===== src/rtl/gpio_pad_pkg.sv =====
// Shared definitions for the GPIO pad controller.
// Assumes four configuration registers selected by a 2-bit address.
package gpio_pad_pkg;
    typedef enum logic [1:0] {
        SEL_LATCH   = 2'd0,
        SEL_INMODE  = 2'd1,
        SEL_OUTMODE = 2'd2,
        SEL_SKIP    = 2'd3
    } cfg_sel_e;

    localparam int CFG_ADDR_W = 2;

    // Per-pin resolved pad control bundle
    typedef struct packed {
        logic oe;
        logic val;
        logic pu;
        logic rx;
    } pad_ctl_t;
endpackage


===== src/rtl/gpio_cfg_regs.sv =====
// Configuration register bank: latch, input mode, output mode, skip.
// Assumes a single-cycle write strobe and a combinational read path.
module gpio_cfg_regs
    import gpio_pad_pkg::*;
#(
    parameter int         WIDTH       = 8,
    parameter logic [7:0] LATCH_RST   = 8'hFF,
    parameter logic [7:0] INMODE_RST  = 8'hFF,
    parameter logic [7:0] OUTMODE_RST = 8'h00,
    parameter logic [7:0] SKIP_RST    = 8'h00
) (
    input  logic                  clk,
    input  logic                  rst_n,
    input  logic                  we,
    input  logic [CFG_ADDR_W-1:0] addr,
    input  logic [WIDTH-1:0]      wdata,
    output logic [WIDTH-1:0]      rdata,
    output logic [WIDTH-1:0]      latch_q,
    output logic [WIDTH-1:0]      inmode_q,
    output logic [WIDTH-1:0]      outmode_q,
    output logic [WIDTH-1:0]      skip_q
);
    cfg_sel_e sel;
    assign sel = cfg_sel_e'(addr);

    // Register update: reset to defaults, else store the addressed write
    always_ff @(posedge clk) begin
        if (!rst_n) begin
            latch_q   <= WIDTH'(LATCH_RST);
            inmode_q  <= WIDTH'(INMODE_RST);
            outmode_q <= WIDTH'(OUTMODE_RST);
            skip_q    <= WIDTH'(SKIP_RST);
        end else if (we) begin
            case (sel)
                SEL_LATCH:   latch_q   <= wdata;
                SEL_INMODE:  inmode_q  <= wdata;
                SEL_OUTMODE: outmode_q <= wdata;
                default:     skip_q    <= wdata;
            endcase
        end
    end

    // Read mux: return the addressed register
    always_comb begin
        case (sel)
            SEL_LATCH:   rdata = latch_q;
            SEL_INMODE:  rdata = inmode_q;
            SEL_OUTMODE: rdata = outmode_q;
            default:     rdata = skip_q;
        endcase
    end


    latch_write_chk: assert property (@(posedge clk) disable iff (!rst_n)
        (we && sel == SEL_LATCH) |=> latch_q == $past(wdata));


    inmode_hold_chk: assert property (@(posedge clk) disable iff (!rst_n)
        !(we && sel == SEL_INMODE) |=> $stable(inmode_q));
endmodule


===== src/rtl/gpio_pin_ctl.sv =====
// Per-pin pad control: resolves driver, drive value, pullup and receiver
// from mode bits, global controls and the peripheral override.
// Assumes the crossbar has already decided the peripheral assignment.
module gpio_pin_ctl
    import gpio_pad_pkg::*;
(
    input  logic     clk,
    input  logic     rst_n,
    input  logic     digital,
    input  logic     push_pull,
    input  logic     latch_bit,
    input  logic     xbar_en,
    input  logic     wpu_dis,
    input  logic     psel,
    input  logic     pout,
    input  logic     poe,
    input  logic     twowire,
    output pad_ctl_t ctl
);
    logic open_drain;
    logic value;
    logic drive_ok;

    // Resolve pin behaviour from mode, override and global state
    always_comb begin
        open_drain = twowire | ~push_pull;
        value      = psel ? pout : latch_bit;
        drive_ok   = xbar_en & digital & (psel ? poe : 1'b1);
        ctl.val    = value;
        ctl.oe     = drive_ok & (open_drain ? ~value : 1'b1);
        ctl.pu     = digital & open_drain & ~wpu_dis & ~(drive_ok & ~value);
        ctl.rx     = digital;
    end


    analog_off_chk: assert property (@(posedge clk) disable iff (!rst_n)
        !digital |-> (!ctl.oe && !ctl.pu && !ctl.rx));


    xbar_off_chk: assert property (@(posedge clk) disable iff (!rst_n)
        !xbar_en |-> !ctl.oe);


    twowire_od_chk: assert property (@(posedge clk) disable iff (!rst_n)
        (twowire && ctl.oe) |-> !ctl.val);


    pp_no_pullup_chk: assert property (@(posedge clk) disable iff (!rst_n)
        (push_pull && !twowire) |-> !ctl.pu);


    pullup_drive_chk: assert property (@(posedge clk) disable iff (!rst_n)
        (ctl.oe && !ctl.val) |-> !ctl.pu);
endmodule


===== src/rtl/gpio_in_sync.sv =====
// Multi-flop input synchroniser for the pad input vector.
// Assumes the pad input is asynchronous to clk; STAGES >= 2.
module gpio_in_sync #(
    parameter int WIDTH  = 8,
    parameter int STAGES = 2
) (
    input  logic             clk,
    input  logic             rst_n,
    input  logic [WIDTH-1:0] d,
    output logic [WIDTH-1:0] q
);
    logic [WIDTH-1:0] chain [STAGES];

    genvar s;
    generate
        for (s = 0; s < STAGES; s++) begin : g_stage
            // Shift one synchroniser stage, cleared on reset
            always_ff @(posedge clk) begin
                if (!rst_n) chain[s] <= '0;
                else if (s == 0) chain[s] <= d;
                else chain[s] <= chain[(s == 0) ? 0 : s-1];
            end
        end
    endgenerate

    assign q = chain[STAGES-1];
endmodule


===== src/rtl/gpio_pad_ctrl.sv =====
// Top of the GPIO pad controller: register bank, per-pin control
// replicated per pin, and the input synchroniser with analog masking.
// Assumes peripheral assignment is decoded outside this block.
module gpio_pad_ctrl
    import gpio_pad_pkg::*;
#(
    parameter int WIDTH       = 8,
    parameter int SYNC_STAGES = 2
) (
    input  logic                  clk,
    input  logic                  rst_n,
    input  logic                  reg_we,
    input  logic [CFG_ADDR_W-1:0] reg_addr,
    input  logic [WIDTH-1:0]      reg_wdata,
    output logic [WIDTH-1:0]      reg_rdata,
    input  logic                  xbar_en,
    input  logic                  wpu_dis,
    input  logic [WIDTH-1:0]      periph_sel,
    input  logic [WIDTH-1:0]      periph_out,
    input  logic [WIDTH-1:0]      periph_oe,
    input  logic [WIDTH-1:0]      twowire_pin,
    input  logic [WIDTH-1:0]      pad_in,
    output logic [WIDTH-1:0]      pad_oe,
    output logic [WIDTH-1:0]      pad_out,
    output logic [WIDTH-1:0]      pad_pu_en,
    output logic [WIDTH-1:0]      pad_rx_en,
    output logic [WIDTH-1:0]      pin_in
);
    logic [WIDTH-1:0] latch_q, inmode_q, outmode_q, skip_q;
    logic [WIDTH-1:0] sync_q;

    gpio_cfg_regs #(.WIDTH(WIDTH)) u_regs (
        .clk       (clk),
        .rst_n     (rst_n),
        .we        (reg_we),
        .addr      (reg_addr),
        .wdata     (reg_wdata),
        .rdata     (reg_rdata),
        .latch_q   (latch_q),
        .inmode_q  (inmode_q),
        .outmode_q (outmode_q),
        .skip_q    (skip_q)
    );

    genvar p;
    generate
        for (p = 0; p < WIDTH; p++) begin : g_pin
            pad_ctl_t ctl;
            gpio_pin_ctl u_pin (
                .clk       (clk),
                .rst_n     (rst_n),
                .digital   (inmode_q[p]),
                .push_pull (outmode_q[p]),
                .latch_bit (latch_q[p]),
                .xbar_en   (xbar_en),
                .wpu_dis   (wpu_dis),
                .psel      (periph_sel[p]),
                .pout      (periph_out[p]),
                .poe       (periph_oe[p]),
                .twowire   (twowire_pin[p]),
                .ctl       (ctl)
            );
            assign pad_oe[p]    = ctl.oe;
            assign pad_out[p]   = ctl.val;
            assign pad_pu_en[p] = ctl.pu;
            assign pad_rx_en[p] = ctl.rx;
        end
    endgenerate

    gpio_in_sync #(.WIDTH(WIDTH), .STAGES(SYNC_STAGES)) u_sync (
        .clk   (clk),
        .rst_n (rst_n),
        .d     (pad_in),
        .q     (sync_q)
    );

    assign pin_in = sync_q & inmode_q;


    analog_in_zero_chk: assert property (@(posedge clk) disable iff (!rst_n)
        (pin_in & ~inmode_q) == '0);
endmodule


===== config.mk =====
export PLATFORM = sky130hd
export DESIGN_NAME = gpio_pad_ctrl
export DESIGN_NICKNAME = d
export VERILOG_FILES = /design/src/rtl/gpio_pad_pkg.sv /design/src/rtl/gpio_cfg_regs.sv /design/src/rtl/gpio_pin_ctl.sv /design/src/rtl/gpio_in_sync.sv /design/src/rtl/gpio_pad_ctrl.sv
export SDC_FILE = /design/constraint.sdc
export NUM_CORES = 1
export LEC_CHECK = 0
export BUFFER_PORTS_ARGS = -buffer_cell sky130_fd_sc_hd__clkbuf_2
export CAP_MARGIN = 20
export CORE_ASPECT_RATIO = 1.75
export CORE_MARGIN = 1
export CORE_UTILIZATION = 44
export DETAILED_ROUTE_END_ITERATION = 16
export PLACE_DENSITY = 0.85
export REMOVE_ABC_BUFFERS = 1
export SYNTH_ARGS = -nofsm -noshare
export SYNTH_HDL_FRONTEND = slang
export SYNTH_HIERARCHICAL = 1
export SYNTH_SLANG_ARGS = --single-unit
export TNS_END_PERCENT = 1

===== constraint.sdc =====
create_clock -name clk -period 1.1 [get_ports clk]
set_input_delay 0.22 -clock clk [delete_from_list [all_inputs] [get_ports clk]]
set_output_delay 0.22 -clock clk [all_outputs]
set_load 0.02 [all_outputs]

Word level (Yosys, flattened, before mapping) --
Memory sizes are Yosys's and may differ from the RTL's. Index checks and enable logic that the tools add are counted.
Cells by class: divide/modulo/power cells 0, multiply operators 0, shift-type cells 0, equality and inequality tests 2, reductions and logical operators 6, multiplexer cells 29, order comparisons 0, bitwise gates (word level) 93, add/subtract/negate cells 0
Operators with widths (count):
- bitwise AND 1 bit | 56
- 2-to-1 mux 1 bit | 26
- inverter 1 bit | 26
- one-hot mux 8 bit (3 select lines) | 1
- 2-to-1 mux 8 bit | 2
- bitwise OR 1 bit | 10
- bitwise AND 8 bit | 1
- AND reduction 2 bit | 4
- OR reduction 3 bit | 1
- == test 2 x 1 -> 1 bit, second input constant | 1
- == test 2 bit, second input constant | 1
- zero test 2 bit | 1
Storage, ports and cells: input port bits 55, RAM bits 16, latch bits 0, output and inout bits 48, word-level logic and storage cells 135, memories 1, flip-flop bits (word level) 32, ROM bits 0
Memory list:
- u_sync.chain | depth 2, width 8, read ports 2, clocked after memory_dff 0, wr ports 2, line gpio_in_sync.sv:12 | logic [WIDTH-1:0] chain [STAGES];

Depth between registers and ports, before layout --
depth in word-level cells 5, depth in mapped cells 4, depth with buffers taken out 2

Modules after synthesis --
Netlist, hierarchy kept.
Modules (own cells, without submodules):
- gpio_cfg_regs | seq. area each 640.6 µm², times used 1, area an instance 1490.2 µm², cells each 136
- gpio_pin_ctl | seq. area each 0.0 µm², times used 8, area an instance 72.6 µm², cells each 9
- gpio_in_sync | seq. area each 320.3 µm², times used 1, area an instance 446.7 µm², cells each 33
- gpio_pad_ctrl | seq. area each 0.0 µm², times used 1, area an instance 50.0 µm², cells each 8

Worst setup path before layout --
OpenSTA, ideal clock, no wires.
path type flip-flop to output port, from register u_regs.latch_q[0], to output port pad_oe[0], path buffers 0, required time 0.880 ns, setup slack -0.241 ns, cell stages (with the launch flop) 3, data arrival time 1.121 ns, path through dfxtp_1 mux2_4 a211oi_1
On the way: word-level cells in the longest chain between the ends 4
RTL lines:
- from (decl) | line gpio_cfg_regs.sv:18 | output logic [WIDTH-1:0] latch_q,
- from (signal assigned) | line gpio_cfg_regs.sv:29 | latch_q <= WIDTH'(LATCH_RST);
- from (signal assigned) | line gpio_cfg_regs.sv:35 | SEL_LATCH: latch_q <= wdata;
- 2-to-1 mux 1 bit | line gpio_pin_ctl.sv:27 | value = psel ? pout : latch_bit;
- named net g_pin[0].u_pin.value | line gpio_pin_ctl.sv:21 | logic value;
- inverter 1 bit | line gpio_pin_ctl.sv:30 | ctl.oe = drive_ok & (open_drain ? ~value : 1'b1);
- 2-to-1 mux 1 bit | line gpio_pin_ctl.sv:30
- bitwise AND 1 bit | line gpio_pin_ctl.sv:30
- to (decl) | line gpio_pad_ctrl.sv:23 | output logic [WIDTH-1:0] pad_oe,
The timed path passes the listed nets, and every way through them passes these cells.

Worst setup path after layout --
from register u_regs.latch_q[2], to output port reg_rdata[2]
On the way: word-level cells in the longest chain between the ends 1
RTL lines:
- one-hot mux 8 bit (3 select lines) | line gpio_cfg_regs.sv:45 | case (sel)
- to (decl) | line gpio_pad_ctrl.sv:15 | output logic [WIDTH-1:0] reg_rdata,
No other way between the ends.

==> results by group <==
Worst hold path
  • Min-Delay Endpoint: u_sync/chain[0][4]
  • Min-delay src: pad_in[4]
  • Hold path cells: 2
  • Worst Hold Class: in2reg

Pwr
  • Int Pwr: roughly 3 mW
  • Net Switching: 1.07 mW
  • Clk pwr share: 30.8%
  • Comb pwr share: between 20% and 30%
  • Peak VDD IR: 1.17 mV
  • Power Dens Cells: about 1100 nW/µm²
  • Leak pwr: ~1.7 nW
  • Reg power frac: between 40% and 50%
  • Sw frac: 26.3%

Timing
  • Final setup skew: between 0.8 and 0.9 ps
  • Final hold violations: 0
  • FMAX: around 620 MHz
  • Period utilisation layout: 147%
  • Actual slew at the worst max-slew pin: approximately 270 ps
  • Setup_tns: -13920 ps
  • Min Tclk post-route: 1610 ps
  • Setup slack after layout: -512 ps
  • Slew HR: between 80% and 90%
  • RSZ-0062 raised after global routing: yes
  • Final Max Tran Viols: 0
  • Final setup viols: between 40 and 50

Routing
  • Via density: between 4 and 5
  • DRC: 0
  • Final wirelength: approximately 6300 µm
  • Vias: approximately 2200
  • Wire length per cell: roughly 14 µm
  • First-pass DRT Iterations: 4
  • Final ANT Viol Nets: 0
  • Initial drt markers: 31

Clock network
  • Post-cts hold buffer count: 0
  • Root buffer cell: clkbuf_8
  • Worst skew pair latency: roughly 300 ps
  • TritonCTS buffer count: 5
  • Clock buffer depth: 2
  • H-Tree Depth: 2
  • CTS tree: built
  • Clock transition at path regs: 90 ps
  • Clock Sinks: 48

Final layout
  • Share of cells above drive strength 1: 54.9%
  • Final Core Density: 65.9%
  • Design Area, Final: 3680 µm²
  • Synthesis-to-layout area growth: 43.3%
  • # diodes: 0
  • Nets: between 400 and 500

Worst setup path
  • Worst setup EP type: primary output
  • Worst EP required: 880 ps
  • CP max stage cell: mux4_2
  • Worst reg-to-reg path cell count: 3
  • Worst path bufs/invs: 2
  • R2r startpoint: u_regs/latch_q[5]
  • R2r setup slk: roughly 330 ps
  • Reg-to-reg endpoint: u_regs/latch_q[5]
  • Crit path cell chain: buf_6 -> mux4_2 -> buf_8
  • Worst Path Arrival: 1390 ps
  • CP Max Fanout: 2
  • CP startpoint kind: flop
  • Crit path kind: reg2out
  • Crit path max-delay family: multiplexers
  • Slowest stage delay, CP: 490 ps

Outcome
  • Outcome: finished, violations left
  • Failing checks: negative setup slack

Yosys
  • Post-synthesis cell area: approximately 2600 µm²
  • Area leader, netlist: dfxtp_1
  • Mean post-synth cell area: between 10 and 15 µm²
  • Top cells by area, synth: dfxtp_1 37%, mux2i_1 12%, nor2b_1 7.8%, mux4_2 7.0%, buf_4 5.0%
  • Seq/Total Area, Yosys: approximately 37%
  • Yosys reg bits: between 40 and 50
  • Cells after Synth: about 250
  • Post-synth cell types: 22
  • Ys Warns: 6
  • Area share of the leading cell type in the synthesized netlist: roughly 37%

Global route
  • Vias in the first global route: between 2000 and 2500
  • First-pass GRT wire length: 9200 µm
  • Remaining Overflow, GRT: 0
  • Largest net degree at the start of global routing: 34
  • Met1 usage: between 10% and 20%
  • Initial antenna violation count: 0
  • GRT busiest layer: met2
  • Tot GR Track Use: between 20% and 30%
  • Met3 usage: approximately 4.1%
  • Global Route met2 Usage: about two fifths

Floorplan
  • Initial Utilization: between 40% and 50%
  • Die H: ~100 µm
  • IO Pins: roughly 100
  • Core Area: roughly 5600 µm²
  • Die area: 6160 µm²
  • Num rows: 36
  • Die width: approximately 60 µm

Job
  • Max Cap Viol: 0

Placed design
  • Post-DP HPWL: between 4000 and 5000 µm
  • IO buf count: 102
  • Placed cell areas: between 3000 and 4000 µm²
  • GP Congestion: roughly 0.80
  • DP Worst Slack: -294 ps
area by class of cell:
cell class	instances	area [µm²]
timing repair buffer	136	1030
fill	480	1910
tap	76	95.1
clock buffer	6	72.6
multi-input combinational	174	1460
sequential	48	990
clock inverter	2	35.0
worst max-delay path by stage:
| stage | from | end | slack (ps) | cells past startpoint |
|---|---|---|---|---|
| 5_1_grt | u_regs/latch_q[6] | pad_pu_en[6] | -550 | 3 |
| 3_5_place_dp | reg_addr[1] | reg_rdata[2] | -290 | 4 |
| 6_report | u_regs/latch_q[2] | reg_rdata[2] | -510 | 3 |
| 4_1_cts | u_regs/latch_q[6] | pad_pu_en[6] | -530 | 3 |
| 2_1_floorplan | u_regs/latch_q[0] | pad_oe[0] | -290 | 2 |
| 3_3_place_gp | reg_addr[1] | reg_rdata[6] | -280 | 4 |
flip-flops by register name, summed over array words and instances, names as in the netlist:
signal            count
u_sync/chain         16
u_regs/inmode_q       8
u_regs/latch_q        8
u_regs/outmode_q      8
u_regs/skip_q         8
Yosys cell counts, drive strengths merged:
library cell   n
mux4           8
and3b          2
a211oi         8
nand2         32
buf           21
nand3          1
o311a          8
mux2i         32
or3b           1
dfxtp         48
nor3b          1
nand2b         8
clkbuf         6
mux2           8
nor2b         40
and2          24
nand3b         1
layout by cell type (no fill, tap or decap), types with 5 or more instances in the layout:
cell type,instances
dfxtp_2,8
buf_12,5
buf_6,14
mux2_4,8
buf_2,21
a211oi_2,6
clkbuf_8,11
and2_1,11
mux2i_1,32
buf_4,26
buf_8,7
nor2b_1,32
clkbuf_2,57
mux4_2,8
and2_2,12
dfxtp_4,5
o311a_1,8
nor2b_2,8
nand2_1,32
nand2b_1,8
dfxtp_1,35
routing by layer:
metal / share of wire (%) / vias up
met5: 0 / -
met1: 37 / 1045
met4: 1.9 / 0
li1: - / 1075
met3: 3.7 / 8
met2: 58 / 59
metrics by stage:
| step | cells | hold WS, ps | power [mW] |
|---|---|---|---|
| CTS | 442 | 117 | 4.05 |
| detailed placement | 433 | 425 | 2.74 |
| finish | 442 | 128 | 4.05 |
| floorplan | 222 | 342 | 2.33 |
| global route | 442 | 120 | 4.25 |
| global placement | 433 | 414 | 2.72 |
power by group through the flow:
stage | clock network, mW | logic, mW | registers (mW)
floorplan | 0 | 0.441 | 1.89
global placement | 0 | 0.838 | 1.88
detailed placement | 0 | 0.859 | 1.88
CTS | 1.29 | 0.921 | 1.84
global route | 1.37 | 1.03 | 1.85
finish | 1.25 | 0.968 | 1.84
what timing repair did:
item	in CTS	in global routing
pin swaps	6	2
buffers inserted	1	0
gates resized for setup	44	70
endpoints found under the hold margin	0	0
setup endpoints to repair	48	48
cell families (layout without fill, tap and decap cells):
| group | Yosys count | after routing | share of synthesized area [%] |
|---|---|---|---|
| and+or+nand+nor | 110 | 110 | 25.8 |
| AOI/OAI and AO/OA | 16 | 16 | 5.46 |
| buffers and inverters | 27 | 144 | 7.16 |
| muxes | 48 | 48 | 24.2 |
| DFF | 48 | 48 | 37.4 |
Power figures use the tool's default switching activity.
